File: src/rtl/i2cm_stat_pkg.sv
package i2cm_stat_pkg;

    localparam int STAT_W = 16;

    // Bit positions inside the status word
    localparam int B_SRI = 0;
    localparam int B_TXI = 1;
    localparam int B_RXI = 2;
    localparam int B_STR = 3;
    localparam int B_TOI = 4;
    localparam int B_NAK = 7;
    localparam int B_ROV = 9;
    localparam int B_SCL = 10;
    localparam int B_SPI = 11;
    localparam int B_ACT = 14;
    localparam int B_BUS = 15;

    localparam logic [STAT_W-1:0] RSV_MASK = 16'h3160;

    // Generic flag slots (register cells built by generate)
    localparam int FLAG_N = 7;
    localparam int S_SRI  = 0;
    localparam int S_TXI  = 1;
    localparam int S_RXI  = 2;
    localparam int S_TOI  = 3;
    localparam int S_NAK  = 4;
    localparam int S_ROV  = 5;
    localparam int S_SPI  = 6;

    typedef enum logic [1:0] {
        FK_SWRW  = 2'd0,   // software may set and clear
        FK_SWCLR = 2'd1,   // software may clear only
        FK_SWSET = 2'd2    // software may set only
    } flag_kind_e;

    typedef enum logic { BUS_FREE, BUS_HELD } bus_state_e;
    typedef enum logic { RXB_EMPTY, RXB_FULL } rxb_state_e;
    typedef enum logic { STR_RUN, STR_HOLD } str_state_e;

    function automatic int slot_pos(input int k);
        case (k)
            S_SRI:   return B_SRI;
            S_TXI:   return B_TXI;
            S_RXI:   return B_RXI;
            S_TOI:   return B_TOI;
            S_NAK:   return B_NAK;
            S_ROV:   return B_ROV;
            default: return B_SPI;
        endcase
    endfunction

    function automatic flag_kind_e slot_kind(input int k);
        case (k)
            S_RXI, S_NAK: return FK_SWCLR;
            S_ROV:        return FK_SWSET;
            default:      return FK_SWRW;
        endcase
    endfunction

endpackage

File: src/rtl/i2cm_flag_cell.sv
module i2cm_flag_cell #(
    parameter bit SW_SET_OK = 1'b1,
    parameter bit SW_CLR_OK = 1'b1
) (
    input  logic clk,
    input  logic rst_n,
    input  logic hw_set,
    input  logic hw_clr,
    input  logic sw_we,
    input  logic sw_bit,
    output logic q
);

    // Priority: hardware set, hardware clear, software write
    always_ff @(posedge clk) begin
        if (!rst_n) begin
            q <= 1'b0;
        end else if (hw_set) begin
            q <= 1'b1;
        end else if (hw_clr) begin
            q <= 1'b0;
        end else if (sw_we && sw_bit && SW_SET_OK) begin
            q <= 1'b1;
        end else if (sw_we && !sw_bit && SW_CLR_OK) begin
            q <= 1'b0;
        end
    end

endmodule

File: src/rtl/i2cm_bus_tracker.sv
module i2cm_bus_tracker
    import i2cm_stat_pkg::*;
(
    input  logic clk,
    input  logic rst_n,
    input  logic ctrl_en,
    input  logic ev_start,
    input  logic ev_stop,
    output logic bus_busy
);

    bus_state_e state_q, state_d;

    always_ff @(posedge clk) begin
        if (!rst_n) state_q <= BUS_FREE;
        else        state_q <= state_d;
    end

    always_comb begin
        state_d = state_q;
        unique case (state_q)
            BUS_FREE: if (ctrl_en && ev_start && !ev_stop) state_d = BUS_HELD;  // claim
            BUS_HELD: if (!ctrl_en || ev_stop)             state_d = BUS_FREE;  // release
        endcase
    end

    always_comb begin
        bus_busy = (state_q == BUS_HELD) && ctrl_en;
    end

endmodule

File: src/rtl/i2cm_rx_tracker.sv
module i2cm_rx_tracker
    import i2cm_stat_pkg::*;
(
    input  logic clk,
    input  logic rst_n,
    input  logic byte_in,
    input  logic buf_read,
    output logic overrun_evt
);

    rxb_state_e state_q, state_d;

    always_ff @(posedge clk) begin
        if (!rst_n) state_q <= RXB_EMPTY;
        else        state_q <= state_d;
    end

    always_comb begin
        state_d = state_q;
        unique case (state_q)
            RXB_EMPTY: if (byte_in)              state_d = RXB_FULL;   // fill
            RXB_FULL:  if (buf_read && !byte_in) state_d = RXB_EMPTY;  // drain
        endcase
    end

    always_comb begin
        overrun_evt = (state_q == RXB_FULL) && byte_in && !buf_read;
    end

endmodule

File: src/rtl/i2cm_stretch_ctl.sv
module i2cm_stretch_ctl
    import i2cm_stat_pkg::*;
(
    input  logic clk,
    input  logic rst_n,
    input  logic grab_req,
    input  logic sw_release,
    output logic holding
);

    str_state_e state_q, state_d;

    always_ff @(posedge clk) begin
        if (!rst_n) state_q <= STR_RUN;
        else        state_q <= state_d;
    end

    always_comb begin
        state_d = state_q;
        unique case (state_q)
            STR_RUN:  if (grab_req)                state_d = STR_HOLD;  // grab
            STR_HOLD: if (sw_release && !grab_req) state_d = STR_RUN;   // let-go
        endcase
    end

    always_comb begin
        holding = (state_q == STR_HOLD);
    end

endmodule

File: src/rtl/i2cm_status_flags.sv
module i2cm_status_flags
    import i2cm_stat_pkg::*;
(
    input  logic              clk,
    input  logic              rst_n,
    input  logic              ctrl_en,
    input  logic              ev_start,
    input  logic              ev_stop,
    input  logic              ev_rx_byte,
    input  logic              ev_tx_done,
    input  logic              ev_ack_slot,
    input  logic              ack_nack,
    input  logic              ev_timeout,
    input  logic              ev_stretch,
    input  logic              stretch_en,
    input  logic              scl_level,
    input  logic              ctrl_active,
    input  logic              wr_en,
    input  logic [STAT_W-1:0] wr_data,
    input  logic              rd_buf,
    input  logic [STAT_W-1:0] irq_en,
    output logic [STAT_W-1:0] status,
    output logic              irq,
    output logic              scl_hold_low
);

    logic              bus_busy;
    logic              rx_overrun;
    logic              stretch_hold;
    logic [FLAG_N-1:0] slot_set;
    logic [FLAG_N-1:0] slot_clr;
    logic [FLAG_N-1:0] slot_wbit;
    logic [FLAG_N-1:0] slot_q;
    logic [STAT_W-1:0] status_c;
    logic              irq_q;

    i2cm_bus_tracker u_bus (
        .clk      (clk),
        .rst_n    (rst_n),
        .ctrl_en  (ctrl_en),
        .ev_start (ev_start),
        .ev_stop  (ev_stop),
        .bus_busy (bus_busy)
    );

    i2cm_rx_tracker u_rx (
        .clk         (clk),
        .rst_n       (rst_n),
        .byte_in     (ev_rx_byte),
        .buf_read    (rd_buf),
        .overrun_evt (rx_overrun)
    );

    i2cm_stretch_ctl u_str (
        .clk        (clk),
        .rst_n      (rst_n),
        .grab_req   (ev_stretch && stretch_en),
        .sw_release (wr_en && !wr_data[B_STR]),
        .holding    (stretch_hold)
    );

    // Hardware set and clear events per flag slot
    always_comb begin
        slot_set        = '0;
        slot_clr        = '0;
        slot_set[S_SRI] = ev_start;
        slot_set[S_TXI] = ev_tx_done;
        slot_set[S_RXI] = ev_rx_byte;
        slot_set[S_TOI] = ev_timeout;
        slot_set[S_NAK] = ev_ack_slot && ack_nack;
        slot_clr[S_NAK] = ev_ack_slot && !ack_nack;
        slot_set[S_ROV] = rx_overrun;
        slot_clr[S_ROV] = rd_buf;
        slot_set[S_SPI] = ev_stop;
    end

    always_comb begin
        for (int k = 0; k < FLAG_N; k++) begin
            slot_wbit[k] = wr_data[slot_pos(k)];
        end
    end

    for (genvar k = 0; k < FLAG_N; k++) begin : g_slot
        localparam flag_kind_e KIND = slot_kind(k);
        i2cm_flag_cell #(
            .SW_SET_OK (KIND == FK_SWRW || KIND == FK_SWSET),
            .SW_CLR_OK (KIND == FK_SWRW || KIND == FK_SWCLR)
        ) u_cell (
            .clk    (clk),
            .rst_n  (rst_n),
            .hw_set (slot_set[k]),
            .hw_clr (slot_clr[k]),
            .sw_we  (wr_en),
            .sw_bit (slot_wbit[k]),
            .q      (slot_q[k])
        );
    end

    // Status word assembly
    always_comb begin
        status_c = '0;
        for (int k = 0; k < FLAG_N; k++) begin
            status_c[slot_pos(k)] = slot_q[k];
        end
        status_c[B_STR] = stretch_hold;
        status_c[B_SCL] = scl_level;
        status_c[B_ACT] = ctrl_active;
        status_c[B_BUS] = bus_busy;
    end

    always_ff @(posedge clk) begin
        if (!rst_n) irq_q <= 1'b0;
        else        irq_q <= |(status_c & irq_en);
    end

    always_comb begin
        status       = status_c;
        irq          = irq_q;
        scl_hold_low = stretch_hold;
    end

endmodule

File: config.mk
export PLATFORM = sky130hd
export DESIGN_NAME = i2cm_status_flags
export DESIGN_NICKNAME = d
export VERILOG_FILES = /design/src/rtl/i2cm_stat_pkg.sv /design/src/rtl/i2cm_flag_cell.sv /design/src/rtl/i2cm_bus_tracker.sv /design/src/rtl/i2cm_rx_tracker.sv /design/src/rtl/i2cm_stretch_ctl.sv /design/src/rtl/i2cm_status_flags.sv
export SDC_FILE = /design/constraint.sdc
export NUM_CORES = 1
export LEC_CHECK = 0
export CAP_MARGIN = 10
export CORE_AREA = 4 4 41 43
export CTS_CLUSTER_SIZE = 16
export DETAILED_ROUTE_END_ITERATION = 10
export DIE_AREA = 0 0 45 47
export DONT_BUFFER_PORTS = 1
export PLACE_DENSITY_LB_ADDON = 0.08
export SLEW_MARGIN = 40
export SYNTH_ARGS = -nofsm -noshare
export SYNTH_HDL_FRONTEND = slang
export SYNTH_SLANG_ARGS = --single-unit
File: constraint.sdc
create_clock -name clk -period 2.58 [get_ports clk]
set_input_delay 0.129 -clock clk [delete_from_list [all_inputs] [get_ports clk]]
set_output_delay 0.129 -clock clk [all_outputs]
set_load 0.005 [all_outputs]
==> Flow_metrics.wiki <==
{| class="wikitable"
! Metric !! Value
|-
| WS Path Type || input pin to register
|-
| Gate count after technology mapping || 66
|-
| Element type at the critical path start || input pin
|-
| Synth warnings || 0
|-
| First-pass GRT wire length || 1980 um
|-
| Via density per instance || 5.51
|-
| CP endpoint kind || register
|-
| Fillcell total || 147
|-
| Count of endpoints failing hold in the final timing report || 0
|-
| Share of total power in the clock network || 0.331
|-
| Required time worst endpoint || 2770 ps
|-
| Post-synth design cell area || 571 um^2
|-
| Parity-gate share of the synthesized area counting xor and xnor cells || 0
|-
| Clock Skews || 4.33 ps
|-
| Number of buffers created by CTS || 3
|-
| Number of DRC markers after the initial detailed-route iteration || 12
|-
| Sum of routed wire length over all layers || 1340 um
|-
| Antenna violations before repair || 0
|-
| Number of flip-flops and latches in the synthesized netlist || 11
|-
| TritonRoute pass-1 iters || 4
|-
| Standard cell core area || 0.00130 mm^2
|-
| Die boundary height || 47 um
|-
| Placement Cell Area || 479 um^2
|-
| Net load switching power || 0.0809 mW
|-
| Overflow after GRT || 0
|-
| Clock tree buffer depth || 2
|-
| Global-route usage over all layers || 0.140
|-
| Commonest non-fill, non-tap cells in the layout || 11 x sky130_fd_sc_hd__dfxtp_1, 10 x sky130_fd_sc_hd__dlygate4sd3_1, 5 x sky130_fd_sc_hd__nor2_1, 5 x sky130_fd_sc_hd__conb_1
|-
| Antenna-violating nets left || 0
|-
| CTS Root Buffer Type || sky130_fd_sc_hd__clkbuf_4
|-
| Maxcap violations || 0
|-
| Series of cell instances along the critical path || dlygate4sd3_1 > nand2_1 > dlygate4sd3_1 > a21oi_1
|-
| DIE AREA || 0.00212 mm^2
|-
| Multiplexer fraction of the synthesized cell area || 0
|-
| Worst Path Arrival || 1370 ps
|-
| Post-route fraction of the period consumed by the critical path || 0.458
|-
| Switching share of power || 0.234
|-
| CTS tree || built
|-
| Adder-Cell Fraction of Synth Area || 0
|-
| Avg Synthesized Cell Area || 8.64 um^2
|-
| P per Cell Area || 571 mW/mm^2
|-
| H-Tree Level Count || 1
|-
| Number of clock sinks || 11
|-
| Most common cell type on the critical path || sky130_fd_sc_hd__dlygate4sd3_1
|-
| Number of pins exceeding their max-slew limit in the final report || 0
|-
| Antenna cells || 0
|-
| Synth-to-Final Area Change || 6.14%
|-
| Share of the synthesized area in compound gates (AO/OA/AOI/OAI) || 0.237
|-
| Run status || finished, final reports clean
|-
| Finished layout cell area || 606 um^2
|-
| Avg WL per Cell || 16.4 um
|-
| Total number of vias || 452
|-
| Leakage power || 0.240 nW
|-
| Fraction of final layout cells with drive strength greater than 1 || 0.0597
|-
| Setup repair after global routing missed its margin || no
|-
| Most common cell after layout, fill and taps aside || sky130_fd_sc_hd__dfxtp_1
|-
| Gp weighted congestion || 0.582
|-
| Number of global-route vias before repair || 498
|-
| Total negative slack for setup checks || 0 ps
|-
| Clock-pin slew on the worst setup and hold paths || 70 ps
|-
| Combinational share of power || 0.116
|-
| Design internal power || 0.265 mW
|-
| Worst ir drop on vdd || 0.000312 V
|-
| Clk Latency, worst-skew pair || 260 ps
|-
| Largest family of logic cells by synthesized area || buffers and inverters
|-
| Die Wd || 45 um
|-
| Class of the tightest hold or removal check || input pin to register
|-
| Pin count of the biggest net entering global routing || 11
|-
| Sequential share of power || 0.553
|-
| Cell at the slowest stage of the critical path || sky130_fd_sc_hd__dlygate4sd3_1
|-
| Cell variety after synth || 20
|-
| Worst stage delay on the critical path || 540 ps
|-
| Starting density of the core || 0.438
|-
| Critical path fanouts, max || 1
|-
| NumNets Final || 116
|-
| Fraction of the mapped netlist area in simple logic gates || 0.125
|-
| Number of buffers inserted by post-CTS setup repair || 0
|-
| Shortest clock period the worst path allows after layout || 1180 ps
|-
| FP Rows || 13
|-
| Setup violators final || 0
|-
| FMAX || 847 MHz
|-
| IO Pins || 66
|-
| Residual DRC || 0
|-
| IO buf count || 0
|-
| Share of synthesized area occupied by flip-flops and latches || 0.386
|}
power groups by stage:
| stage | clock, mW | sequential [mW] | combinational, mW |
|---|---|---|---|
| 2_1_floorplan | 0 | 0.191 | 0.0473 |
| 3_3_place_gp | 0 | 0.195 | 0.0275 |
| 3_5_place_dp | 0 | 0.196 | 0.0287 |
| 4_1_cts | 0.122 | 0.192 | 0.0403 |
| 5_1_grt | 0.132 | 0.193 | 0.0457 |
| 6_report | 0.115 | 0.191 | 0.0403 |
cell usage after synthesis:
master	count	area, um^2
sky130_fd_sc_hd__buf_4	16	120
sky130_fd_sc_hd__a22o_1	2	17.5
sky130_fd_sc_hd__nor2_1	5	18.8
sky130_fd_sc_hd__and2_4	1	8.76
sky130_fd_sc_hd__conb_1	1	3.75
sky130_fd_sc_hd__o211ai_1	2	15.0
sky130_fd_sc_hd__nand2b_1	1	6.26
sky130_fd_sc_hd__o21ai_0	2	10.0
sky130_fd_sc_hd__buf_2	1	5.00
sky130_fd_sc_hd__a211oi_1	4	30.0
sky130_fd_sc_hd__inv_1	3	11.3
sky130_fd_sc_hd__nand2_1	2	7.51
sky130_fd_sc_hd__a221oi_1	3	26.3
sky130_fd_sc_hd__clkinv_1	1	3.75
sky130_fd_sc_hd__a21oi_1	4	20.0
sky130_fd_sc_hd__dfxtp_1	11	220
sky130_fd_sc_hd__nor2b_1	4	25.0
sky130_fd_sc_hd__nor3_1	1	5.00
sky130_fd_sc_hd__a31oi_1	1	6.26
sky130_fd_sc_hd__a222oi_1	1	10.0
sequential cells by signal, summed over array words and instances, names as in the netlist:
| name | flops |
|---|---|
| u_rx.state_q | 1 |
| u_bus.state_q | 1 |
| irq | 1 |
| g_slot.u_cell.q | 7 |
| u_str.holding | 1 |
kinds of logic (layout without fill, tap and decap cells):
logic type	Yosys count	in the layout
other	1	5
buffers and inverters	21	18
flip-flops	11	11
AO/OA/AOI/OAI	19	19
AND/OR/NAND/NOR	14	14
stage by stage:
stage	hold slack, ps	setup WS, ps	util	total power, mW	std cells
after global placement	204	1490	0.368	0.223	68
final	12.0	1400	0.465	0.346	82
after floorplan	201	1640	-	0.238	70
after global routing	2.82	1330	0.465	0.371	82
after detailed placement	205	1500	0.368	0.224	68
after CTS	2.00	1410	0.465	0.354	82
per-layer routing:
layer  vias to the layer above  global-route usage  wire length, um
li1                        213                   -                -
met1                       208               0.136              471
met2                        29               0.234              707
met3                         2              0.0613              152
met4                         0               0.111               13
met5                         -                   0                0
area by class of cell:
cell class | count | area (um^2) | share of cell area
Timing Repair Buffer | 10 | 100 | 0.165
Clock buffer | 4 | 26.3 | 0.0434
Multi-Input combinational cell | 38 | 225 | 0.372
Tap cell | 15 | 18.8 | 0.0310
Sequential cell | 11 | 220 | 0.364
Inverter | 4 | 15.0 | 0.0248
critical path, delay by kind of cell:
| kind | cells | cell delay [ps] |
|---|---|---|
| AND/OR/NAND/NOR | 1 | 40 |
| AO/OA/AOI/OAI | 1 | 130 |
| buffers and inverters | 2 | 1060 |
repair_timing:
item                                   CTS  global route
hold buffers                            10             0
endpoints found under the hold margin    8             0
gates resized for setup                  0             0
path summary, 6_finish.rpt:
path	slack [ps]	to	cells past startpoint	from
min	10	g_slot[3].u_cell.q$_SDFFE_PN0P_	2	wr_en
max reg2reg	1420	u_bus.state_q$_SDFF_PN0_	3	u_bus.state_q$_SDFF_PN0_
max	1400	u_str.holding$_SDFF_PN0_	4	stretch_en
min reg2reg	490	u_rx.state_q$_SDFF_PN0_	2	u_rx.state_q$_SDFF_PN0_
Note: power is estimated with default switching activity, not from simulation.
